## config.mk

```make
export PLATFORM = sky130hd
export DESIGN_NAME = phase_detect_top
export DESIGN_NICKNAME = d
export VERILOG_FILES = /design/src/rtl/phdet_pkg.sv /design/src/rtl/phdet_edge.sv /design/src/rtl/phdet_overlap_timer.sv /design/src/rtl/phdet_flags.sv /design/src/rtl/phase_detect_top.sv
export SDC_FILE = /design/constraint.sdc
export NUM_CORES = 1
export LEC_CHECK = 0
export ABC_CLOCK_PERIOD_IN_PS = 1150
export BUFFER_PORTS_ARGS = -buffer_cell sky130_fd_sc_hd__buf_2
export CAP_MARGIN = 20
export CORE_AREA = 8 8 45 47
export DETAILED_ROUTE_END_ITERATION = 12
export DIE_AREA = 0 0 53 55
export HOLD_SLACK_MARGIN = 0.05
export PLACE_DENSITY = 0.5
export SLEW_MARGIN = 10
export SYNTH_ARGS = -nofsm -noshare
export SYNTH_HDL_FRONTEND = slang
export SYNTH_SLANG_ARGS = --single-unit
```

## constraint.sdc

```tcl
create_clock -name clk -period 1.15 [get_ports clk]
set_input_delay 0.23 -clock clk [delete_from_list [all_inputs] [get_ports clk]]
set_output_delay 0.23 -clock clk [all_outputs]
set_load 0.01 [all_outputs]
```

## src/rtl/phdet_pkg.sv

```systemverilog
package phdet_pkg;

  // state encoding is {UP, DN}
  typedef enum logic [1:0] {
    ST_IDLE = 2'b00,
    ST_DN   = 2'b01,
    ST_UP   = 2'b10,
    ST_BOTH = 2'b11
  } phdet_state_t;

  // signed net drive: UP minus DN in two's complement
  function automatic logic [1:0] net_drive(input phdet_state_t s);
    case (s)
      ST_UP:   return 2'b01;
      ST_DN:   return 2'b11;
      default: return 2'b00;
    endcase
  endfunction

  // overlap cycles from a clock period and a target overlap time
  function automatic int overlap_cycles(input int clk_ps, input int ovl_ps);
    int raw;
    raw = (ovl_ps + clk_ps - 1) / clk_ps;
    return (raw < 1) ? 1 : raw;
  endfunction

endpackage

```

## src/rtl/phdet_edge.sv

```systemverilog
module phdet_edge #(
  parameter int STAGES = 2
) (
  input  logic clk,
  input  logic rst,
  input  logic lvl,
  output logic strb
);

  logic [STAGES-1:0] sq;
  logic              prev;

  generate
    if (STAGES == 1) begin : g_one
      always_ff @(posedge clk) begin
        if (rst) sq <= '0;
        else     sq <= lvl;
      end
    end else begin : g_chain
      always_ff @(posedge clk) begin
        if (rst) sq <= '0;
        else     sq <= {sq[STAGES-2:0], lvl};
      end
    end
  endgenerate

  always_ff @(posedge clk) begin
    if (rst) prev <= 1'b0;
    else     prev <= sq[STAGES-1];
  end

  assign strb = sq[STAGES-1] & ~prev;


  strobe_single_chk: assert property (@(posedge clk) disable iff (rst)
    strb |=> !strb);

endmodule

```

## src/rtl/phdet_overlap_timer.sv

```systemverilog
module phdet_overlap_timer #(
  parameter int OVL_CYC = 2
) (
  input  logic clk,
  input  logic rst,
  input  logic run,
  output logic expire
);

  localparam int TW = (OVL_CYC > 1) ? $clog2(OVL_CYC) : 1;
  localparam logic [TW-1:0] LAST = TW'(OVL_CYC - 1);

  logic [TW-1:0] cnt;

  always_ff @(posedge clk) begin
    if (rst)                  cnt <= '0;
    else if (run && !expire)  cnt <= cnt + 1'b1;
    else                      cnt <= '0;
  end

  assign expire = run && (cnt == LAST);


  timer_starts_zero_chk: assert property (@(posedge clk) disable iff (rst)
    $rose(run) |-> (cnt == '0));


  timer_idle_zero_chk: assert property (@(posedge clk) disable iff (rst)
    !run |=> (cnt == '0));

endmodule

```

## src/rtl/phdet_flags.sv

```systemverilog
module phdet_flags
  import phdet_pkg::*;
(
  input  logic         clk,
  input  logic         rst,
  input  logic         ref_stb,
  input  logic         fb_stb,
  input  logic         expire,
  output phdet_state_t st
);

  phdet_state_t st_n;

  always_comb begin
    if (expire) st_n = ST_IDLE;
    else        st_n = phdet_state_t'({st[1] | ref_stb, st[0] | fb_stb});
  end

  always_ff @(posedge clk) begin
    if (rst) st <= ST_IDLE;
    else     st <= st_n;
  end


  idle_to_up_chk: assert property (@(posedge clk) disable iff (rst)
    (st == ST_IDLE && ref_stb && !fb_stb) |=> (st == ST_UP));


  idle_to_dn_chk: assert property (@(posedge clk) disable iff (rst)
    (st == ST_IDLE && fb_stb && !ref_stb) |=> (st == ST_DN));


  up_to_both_chk: assert property (@(posedge clk) disable iff (rst)
    (st == ST_UP && fb_stb) |=> (st == ST_BOTH));


  dn_to_both_chk: assert property (@(posedge clk) disable iff (rst)
    (st == ST_DN && ref_stb) |=> (st == ST_BOTH));


  expire_to_idle_chk: assert property (@(posedge clk) disable iff (rst)
    expire |=> (st == ST_IDLE));


  both_leaves_on_expire_chk: assert property (@(posedge clk) disable iff (rst)
    (st == ST_BOTH && !expire) |=> (st == ST_BOTH));


  up_held_chk: assert property (@(posedge clk) disable iff (rst)
    (st[1] && !expire) |=> st[1]);


  dn_held_chk: assert property (@(posedge clk) disable iff (rst)
    (st[0] && !expire) |=> st[0]);

endmodule

```

## src/rtl/phase_detect_top.sv

```systemverilog
module phase_detect_top
  import phdet_pkg::*;
#(
  parameter int SYNC_STAGES   = 2,
  parameter int CLK_PERIOD_PS = 8000,
  parameter int OVERLAP_PS    = 10000
) (
  input  logic       clk,
  input  logic       rst,
  input  logic       ref_lvl_i,
  input  logic       fb_lvl_i,
  output logic       up_o,
  output logic       dn_o,
  output logic [1:0] err_o
);

  localparam int OVL_CYC = overlap_cycles(CLK_PERIOD_PS, OVERLAP_PS);
  localparam int NIN     = 2;

  logic [NIN-1:0] lvl;
  logic [NIN-1:0] stb;
  logic           expire;
  phdet_state_t   st;

  assign lvl = {fb_lvl_i, ref_lvl_i};

  generate
    for (genvar g = 0; g < NIN; g++) begin : g_in
      phdet_edge #(.STAGES(SYNC_STAGES)) u_edge (
        .clk  (clk),
        .rst  (rst),
        .lvl  (lvl[g]),
        .strb (stb[g])
      );
    end
  endgenerate

  phdet_overlap_timer #(.OVL_CYC(OVL_CYC)) u_timer (
    .clk    (clk),
    .rst    (rst),
    .run    (st == ST_BOTH),
    .expire (expire)
  );

  phdet_flags u_flags (
    .clk     (clk),
    .rst     (rst),
    .ref_stb (stb[0]),
    .fb_stb  (stb[1]),
    .expire  (expire),
    .st      (st)
  );

  assign up_o  = st[1];
  assign dn_o  = st[0];
  assign err_o = net_drive(st);


  reset_idle_chk: assert property (@(posedge clk)
    rst |=> (!up_o && !dn_o));


  joint_fall_chk: assert property (@(posedge clk) disable iff (rst)
    $fell(up_o) |-> $fell(dn_o));

endmodule

```

# After elaboration in Yosys (flattened, before gate mapping)
# Cells that the tools add are included.
# Widths: inputs -> output; s select.
[totals]
register_bits = 9
output_inout_bits = 4
word_cells = 23
[op_classes]
add_sub_neg = 1
n_eq_ne = 3
muxes = 1
bitwise_logic = 7
n_reduce_logical = 5
[ops]
columns = ["operator", "count"]
rows = [
  ["$eq 2x2->1 const B", 2],
  ["$pmux 2 s2", 1],
  ["$reduce_or 2->1", 2],
  ["$not 1->1", 3],
  ["$and 1x1->1", 2],
  ["$eq 2x1->1 const B", 1],
  ["$logic_and 1x1->1", 2],
  ["$or 1x1->1", 2],
  ["$add 1x1->1 const B", 1],
  ["$logic_not 1->1", 1],
]

# Longest topological paths before layout
# Gate-level depths: netlist of run 1.
[depth]
depth_word = 6
mapped_depth = 3

# Cells and area by module
# A second synthesis of run 1 with hierarchy kept.
[unflattened]
hier_cells = 27
hier_area_um2 = 305.3
[by_module_without_submodules]
columns = ["mod", "instances", "cells_per_inst", "area_each_um2", "seq_area_each_um2"]
rows = [
  ["phdet_edge", 2, 7, 87.6, 60.1],
  ["phdet_flags", 1, 6, 57.6, 40.0],
  ["phdet_overlap_timer", 1, 3, 40.0, 20.0],
  ["phase_detect_top", 1, 4, 32.5, 0.0],
]

# Worst setup path before layout of run 1
# OpenSTA, ideal clock, no wires.
[synth_path]
path_type = "reg2out"
start = "register u_flags.st[1]"
end = "output port err_o[0]"
t_arrival_ps = 810
required_ps = 920
setup_slack_ps = 110
stages_incl_launch_ff = 4
n_path_buf = 0
cell_sequence = "dfxtp_1 > inv_1 > ha_1 > inv_1"
[synth_between]
elab_chain_len = 2
elab_cells_between_ends = 3
cone_classes = "2 x eq/ne; 1 x mux"
[synth_rtl]
columns = ["item", "line_no", "text"]
rows = [
  ["start: declaration", "phdet_flags.sv:9", "output phdet_state_t st"],
  ["start signal: assignment", "phdet_flags.sv:21", "else st <= st_n;"],
  ["$eq 2x1->1 / $eq 2x2->1 (equally long branches)", "phdet_pkg.sv:13", "case (s)"],
  ["$pmux 2 s2 *", "phdet_pkg.sv:13", ""],
  ["end: declaration", "phase_detect_top.sv:14", "output logic [1:0] err_o"],
]
# Mark *: on every way between the ends. The rest lies on a longest branch, timed or not.

# Worst setup path after layout of run 1
# Ends and elaborated chain as after synthesis.

==> results of run 1 <==
-- flip-flops by register name, summed over array words and instances (netlist names) --
signal	cells
u_timer.cnt	1
u_flags.st	2
g_in.u_edge.sq	4
g_in.u_edge.prev	2
-- path summary, 6_finish.rpt --
path                                 start                               to  cells after the start
setup reg to reg  u_flags.st[1]$_SDFF_PP0_         u_flags.st[0]$_SDFF_PP0_                      5
hold / removal                    fb_lvl_i  g_in[1].u_edge.sq[0]$_SDFF_PP0_                      2
setup / recovery  u_flags.st[1]$_SDFF_PP0_                         err_o[0]                      4
hold reg to reg     u_timer.cnt$_SDFF_PP0_           u_timer.cnt$_SDFF_PP0_                      1
-- kinds of logic after synthesis --
family | Yosys count
and+or+nand+nor | 9
AOI/OAI and AO/OA | 3
adders and majority gates | 2
buffers and inverters | 3
DFF | 9
-- per-stage QoR --
stage          setup TNS, ps  instance area [um2]
4_1_cts                 -113                  424
5_1_grt                 -198                  459
6_report                -109                  459
3_3_place_gp               0                  362
3_5_place_dp               0                  362
2_1_floorplan              0                  307
-- report_power, final --
| group | switching, mW | leakage, nW | internal [mW] | total (mW) |
|---|---|---|---|---|
| Combinational | 0.0263 | 0.130 | 0.0448 | 0.0712 |
| Sequential | 0.00595 | 0.0746 | 0.325 | 0.331 |
| Clock | 0.106 | 0.0150 | 0.133 | 0.239 |
-- Yosys cell counts (all sizes together) --
cell type  count
ha             2
and2b          6
dfxtp          9
inv            3
nor3b          1
a21o           1
a21oi          2
nand2b         2
-- area by class of cell --
type	instances	area, um2
fill	148	925
sequential	9	183
multi-input combinational	14	131
timing repair buffer	11	87.6
clock buffer	4	26.3
tap	16	20.0
inverter	3	11.3
-- repair_timing --
action                     in CTS  in global routing
gates cloned                    0                  0
setup endpoints to repair       2                  2
gates resized for setup         6                  4
pin swaps                       1                  2
buffers inserted                2                  2
-- worst max-delay path, stage by stage (launching register included) --
cell and delay, ps:
dfxtp_2 330, inv_2 50, ha_4 250, inv_2 30, buf_6 100
-- metal layers --
metal	wire length, um	GRT usage [%]
met1	236	3.67
met2	219	6.05
met3	42	2.41
met4	0	5.17
met5	0	0
==> flow_summary.toml, run 1 <==
[setup_path]
cp_max_fo = 2
worst-setup-path-type = "flop to primary output"
r2r_slack_ps = 40
required_ps = 920
critPathCaptureType = "primary output"
timing.critical_path.from_type = "flop"
arrival_ps = 1030

[layout]
layout.cells.non_filler = 57
final_common_cell = "dfxtp_1"
layout.nets = 48
final_util_pct = 33.2
mostFrequentLayoutCells = "7 x dfxtp_1, 6 x and2b_2, 4 x buf_2, 4 x buf_6"
diodes = 0
layout-drive-gt1-share_pct = 63.4
syn2layout_area_growth_pct = 49.8

[sta]
hold_viol = 0
rsz0062_at_grt = "true"
tightestPinTransition_ps = 140
slew_headroom_pct = 90.7
worst_slack_ps = -106
finClkSkew_ps = 7.58
final_max_slew_viol_count = 0
worst_hold_slack_ps = 188
finalSetupViolations = 2
layout_worst_path_cycle_share_pct = 109
post-route-min-period_ps = 1260
fmax_mhz = 796

[yosys]
ys_types = 8
synth-simple-area-share_pct = 23.7
synth-xor-area-share_pct = 0
synthCells = 26
synth_compound_area_share_pct = 5.71
synth_mux_area_share_pct = 0
ys_seq_area_share_pct = 58.8
yosysWarnings = 0
ys_ff_latch = 9
syn-num-nets = 32
netlist_top_cells_area = "dfxtp_1 59%, and2b_2 17%, ha_1 8.2%"
syn_area_um2 = 307
synthAdderAreaFrac_pct = 8.16
synth_top_cell_area_share_pct = 58.8
synth_top_family_by_area = "simple AND/OR/NAND/NOR gates"
synth_area_leader_cell = "dfxtp_1"
postSynthAreaPerCell_um2 = 11.8

[power]
power_mw = 0.641
p_leak_nw = 0.219
cellPowerDensity_nw_per_um2 = 1400
irDropWorstVdd_v = 0.000535

[place]
placed_cells = 49
pre_cts_ws_ps = 60.6
io_buffers = 7
gp_congestion = 0.611

[global_route]
grt_pass1_wl_um = 828
grt_pass1_vias = 226
grtUsageTotal_pct = 4.16
grt_max_degree = 9
grt-ovfl-total = 0
grt_antenna_before_repair = 0

[die]
io_pins = 8
die_width_um = 53
num_rows = 14
core_um2 = 1380
die_h_um = 55
dieArea_um2 = 2920
initial_utilization_pct = 22.2

[clocking]
cts_buffer_depth = 2
cts_buffers = 3
clk_latency_ps = 260
ctsHoldBuffers = 0
cts_tree = "built"
htree_levels = 1
cts_num_sinks = 9
cts-root-buf = "clkbuf_4"
path_clk_slew_ps = 60

[drt]
vias = 216
ant_nets = 0
drt_iter0_drc = 1
drc = 0
viasPerCell = 3.79
dr.pass1.iters = 2
avgRoutedWirePerCell_um = 8.72
finalWirelength_um = 497

[job]
cap_violations = 0

[worst_hold_path]
min_path_type = "input pin to flop"

[status]
violations = "negative setup slack"
status = "finished with violations"
Note: power is estimated with default switching activity, not from simulation.
==> run 2: changes to the inputs <==
ABC_AREA = 1   (was not set)
CTS_CLUSTER_DIAMETER = 80   (was not set)
PLACE_DENSITY = 0.52   (was 0.5)
==> flow_summary.toml, run 2 <==
[status]
status = "finished with violations"
violations = "negative setup slack"

[clocking]
cts_tree = "built"
cts_buffer_depth = 2
path_clk_slew_ps = 60
htree_levels = 1
cts-root-buf = "clkbuf_4"
cts_buffers = 3
clk_latency_ps = 260
cts_num_sinks = 9
ctsHoldBuffers = 0

[drt]
finalWirelength_um = 525
viasPerCell = 3.61
ant_nets = 0
dr.pass1.iters = 6
drt_iter0_drc = 6
vias = 242
avgRoutedWirePerCell_um = 7.84
drc = 0

[yosys]
ys_seq_area_share_pct = 54.1
synth_edf_count = 0
synth_area_leader_cell = "dfxtp_1"
postSynthAreaPerCell_um2 = 9.00
synthMostInstantiatedCell = "inv_1"
synth_top_cell_area_share_pct = 54.1
syn-num-nets = 43
ys_types = 10
syn_area_um2 = 333
ys_ff_latch = 9
yosysWarnings = 0
async_flop_share_pct = 0
netlist_top_cells_area = "dfxtp_1 54%, inv_1 12%, ha_1 7.5%"
synthCells = 37
yosys-top-cells-count = "11 x inv_1, 9 x dfxtp_1, 6 x nor2_1"
synth_ff_type = "dfxtp_1"

[global_route]
grt_pass1_wl_um = 931
grt_antenna_before_repair = 0
grtUsageTotal_pct = 4.55
grt-ovfl-total = 0
grt_max_degree = 9
grt_pass1_vias = 232

[sta]
layout_worst_path_cycle_share_pct = 109
final_max_slew_viol_count = 0
slew_headroom_pct = 88.9
fmax_mhz = 801
finalSetupViolations = 1
post-route-min-period_ps = 1250
finClkSkew_ps = 0.127
rsz0062_at_grt = "true"
tightestPinTransition_ps = 166
hold_viol = 0
worst_slack_ps = -97.8

[worst_hold_path]
min_path_type = "input pin to flop"

[setup_path]
required_ps = 920
arrival_ps = 1020
cpMostUsedCell = "inv_2"
slowest_delay_ps = 330
worst-setup-path-type = "flop to primary output"
cp_max_fo = 2
crit_chain = "inv_2 > ha_4 > inv_2 > buf_6"
slowest_stage = "dfxtp_2"
timing.critical_path.from_type = "flop"
critPathCaptureType = "primary output"

[die]
die_h_um = 55
io_pins = 8
initial_utilization_pct = 24.1
num_rows = 14
die_width_um = 53
dieArea_um2 = 2920
core_um2 = 1380

[power]
cellPowerDensity_nw_per_um2 = 1400
p_leak_nw = 0.221
irDropWorstVdd_v = 0.000835

[layout]
layout-drive-gt1-share_pct = 47.1
final_common_cell = "inv_1"
largest_reg_flops = 4
syn2layout_area_growth_pct = 38.3
mostFrequentLayoutCells = "9 x inv_1, 7 x dfxtp_1, 6 x nor2_1"
diodes = 0
final_util_pct = 33.3
layout.nets = 58
top_register = "g_in.u_edge.sq"
final_area_um2 = 460
layout.cells.non_filler = 67
top_regs = "g_in.u_edge.sq (4), g_in.u_edge.prev (2), u_flags.st (2)"

[place]
io_buffers = 7
hpwlAfterDp_um = 365
post_dp_cell_area_um2 = 384
pre_cts_ws_ps = 55.7
gp_congestion = 0.592
placed_cells = 60

[job]
cap_violations = 0
[run 2: metrics by stage]
stage	hold slack [ps]	TNS, ps	total power, mW
floorplan	337	0	0.369
global placement	390	0	0.384
detailed placement	399	0	0.386
CTS	168	-109	0.647
global route	175	-146	0.677
finish	169	-97.8	0.644
[run 2: where the power goes]
| group | internal [mW] | switching [mW] | total (mW) |
|---|---|---|---|
| registers | 0.325 | 0.00539 | 0.330 |
| logic | 0.0372 | 0.0321 | 0.0693 |
| clock network | 0.134 | 0.111 | 0.245 |
| total | 0.496 | 0.149 | 0.644 |
[run 2: worst paths after layout]
kind | end | slack [ps] | cells after the start | from
max reg2reg | u_flags.st[1]$_SDFF_PP0_ | 210 | 5 | u_flags.st[0]$_SDFF_PP0_
max | err_o[0] | -100 | 4 | u_flags.st[1]$_SDFF_PP0_
min reg2reg | g_in[1].u_edge.sq[1]$_SDFF_PP0_ | 400 | 2 | g_in[1].u_edge.sq[0]$_SDFF_PP0_
min | g_in[0].u_edge.sq[0]$_SDFF_PP0_ | 170 | 3 | ref_lvl_i
[run 2: per-layer routing]
layer | vias to the layer above | global-route usage, % | share of wire (%)
met5 | - | 0 | 0
met4 | 0 | 0 | 0
met3 | 0 | 5.08 | 15
met2 | 13 | 7.42 | 41
met1 | 100 | 3.98 | 44
li1 | 129 | - | -
[run 2: kinds of logic after synthesis]
kind of cell             after synthesis  share of synthesized area, %
AO/OA/AOI/OAI                          2                          5.26
adder cells (fa/ha/maj)                2                          7.52
AND/OR/NAND/NOR                       11                          15.8
flip-flops                             9                          54.1
buffers and inverters                 13                          17.3
[run 2: critical path, delay by kind of cell, from the launching register on]
kind	cells	cell delay, ps
DFF	1	330
adders and majority gates	1	250
buffers and inverters	3	180
[run 2: what timing repair did]
action / in CTS / in global routing
pin swaps: 1 / 1
gates resized for setup: 5 / 2
setup endpoints to repair: 2 / 3
setup buffers: 2 / 1
[run 2: cell type report]
class | count | area [um2]
repair buffers | 11 | 77.6
flip-flops and latches | 9 | 183
well taps | 16 | 20.0
inverters | 12 | 46.3
fillers | 140 | 923
multi-input cells | 15 | 108
clock buffers | 4 | 26.3
==> run 3: changes to the inputs <==
ABC_CLOCK_PERIOD_IN_PS = 1400   (was 1150)
clock period = 1.4 ns   (was 1.15 ns; I/O delays follow)
==> flow_summary.toml, run 3 (same netlist as run 2, synthesis figures left out) <==
[setup_path]
cp_max_fo = 2
r2r_slack_ps = 460
path_depth = 4
endpoint = "err_o[0]"
crit_chain = "inv_2 > ha_1 > inv_1 > buf_2"
r2r-start = "u_flags.st[1]$_SDFF_PP0_"
rr_worst_depth = 5
r2r_end = "u_flags.st[1]$_SDFF_PP0_"
worst-setup-path-type = "flop to primary output"
arrival_ps = 1040
slowest_stage = "dfxtp_2"
path_buf_inv = 3
critPathCaptureType = "primary output"
slowest_delay_ps = 330
timing.critical_path.from_type = "flop"
crit_start = "u_flags.st[1]$_SDFF_PP0_"
required_ps = 1120
critPathTopFamily = "flip-flops"

[sta]
finalSetupViolations = 0
setup-tns-final_ps = 0
tightestPinTransition_ps = 161
final_max_slew_viol_count = 0
fmax_mhz = 756
hold_viol = 0
slew_headroom_pct = 89.3
finClkSkew_ps = 3.79
post-route-min-period_ps = 1320
rsz0062_at_grt = "false"
worst_slack_ps = 76.9
worst_hold_slack_ps = 227
layout_worst_path_cycle_share_pct = 94.5

[power]
power_mw = 0.503
power_frac_comb_pct = 7.8
p_leak_nw = 0.207
power.switching_mw = 0.109
irDropWorstVdd_v = 0.000502
cellPowerDensity_nw_per_um2 = 1220
pwr-share-clk_pct = 38.3
seqPwrFrac_pct = 53.9
p_int_mw = 0.394
switching_share_pct = 21.7

[global_route]
grt_pass1_vias = 224
grt_max_degree = 9
grt_antenna_before_repair = 0
grt-ovfl-total = 0
grt_pass1_wl_um = 793
grtUsageTotal_pct = 4.05

[layout]
diodes = 0
largest_reg_flops = 4
mostFrequentLayoutCells = "10 x inv_1, 7 x dfxtp_1, 7 x buf_2"
syn2layout_area_growth_pct = 24.1
top_register = "g_in.u_edge.sq"
fillers = 162
regArea_um2 = 183
top_regs = "g_in.u_edge.sq (4), g_in.u_edge.prev (2), u_flags.st (2)"
layout-drive-gt1-share_pct = 39.6
layout.nets = 55
multi_input_area_um2 = 95.1
layout.cells.non_filler = 64
final_common_cell = "inv_1"

[worst_hold_path]
hp-start = "fb_lvl_i"
min_path_type = "input pin to flop"

[status]
status = "completed"

[place]
placed_cells = 59
hpwlAfterDp_um = 373
gp_congestion = 0.612
pre_cts_ws_ps = 242
io_buffers = 7

[clocking]
cts_tree = "built"
cts_buffers = 3
ctsHoldBuffers = 0
htree_levels = 1
path_clk_slew_ps = 60
cts-root-buf = "clkbuf_4"
cts_num_sinks = 9
cts_buffer_depth = 2
clk_latency_ps = 250

[drt]
finalWirelength_um = 463
drc = 0
drt_iter0_drc = 0
vias = 231
avgRoutedWirePerCell_um = 7.23
dr.pass1.iters = 1
ant_nets = 0
viasPerCell = 3.61

[die]
num_rows = 14
die_width_um = 53
initial_utilization_pct = 24.1
io_pins = 8
dieArea_um2 = 2920
core_um2 = 1380
die_h_um = 55

[job]
cap_violations = 0
==> run 3: cell types whose count changed in the layout (fill, tap and decap cells not counted), sizes merged <==
cell  change
buf       -3
==> run 3: repair_timing <==
action / CTS / global route
endpoints found under the setup margin: 1 / 1
buffers inserted: 1 / 0
gates cloned: 0 / 0
pin swaps: 0 / 1
resized for setup: 1 / 2
==> run 3: worst min-delay path, delay by kind of cell <==
family | cells | cell delay, ps
buffers and inverters | 2 | 110
AND/OR/NAND/NOR | 1 | 60
==> run 3: how the worst min path moves through the flow <==
stage | endpoint | slack (ps) | depth (start not counted)
after global routing | g_in[1].u_edge.sq[0]$_SDFF_PP0_ | 210 | 3
final | g_in[1].u_edge.sq[0]$_SDFF_PP0_ | 230 | 3
after CTS | g_in[1].u_edge.sq[0]$_SDFF_PP0_ | 220 | 3
after global placement | g_in[0].u_edge.sq[1]$_SDFF_PP0_ | 390 | 2
after floorplan | g_in[0].u_edge.sq[0]$_SDFF_PP0_ | 390 | 2
after detailed placement | g_in[1].u_edge.sq[1]$_SDFF_PP0_ | 400 | 2
==> run 3: layer usage <==
layer  global-route usage (%)  part of all wire, %
met1                     3.36                   46
met3                     3.21                   15
met5                        0                    0
met2                     5.47                   39
met4                     5.17                    0
==> run 3: power by group through the flow <==
| stage | registers, mW | logic, mW | clock network [mW] |
|---|---|---|---|
| after floorplan | 0.278 | 0.0253 | 0 |
| after global placement | 0.276 | 0.0371 | 0 |
| after detailed placement | 0.277 | 0.0378 | 0 |
| after CTS | 0.271 | 0.0402 | 0.207 |
| after global routing | 0.273 | 0.0449 | 0.221 |
| final | 0.271 | 0.0391 | 0.193 |
==> run 3: stage by stage <==
step	area [um2]	util, %
after CTS	412	29.7
after global placement	377	27.2
final	413	29.8
after global routing	413	29.8
after detailed placement	377	27.2
after floorplan	333	-
==> run 3: final cells by class <==
class	instances	share of cell area, %
clock buffers	4	6.36
well taps	16	4.85
multi-input cells	15	23.0
repair buffers	8	10.3
flip-flops and latches	9	44.2
inverters	12	11.2
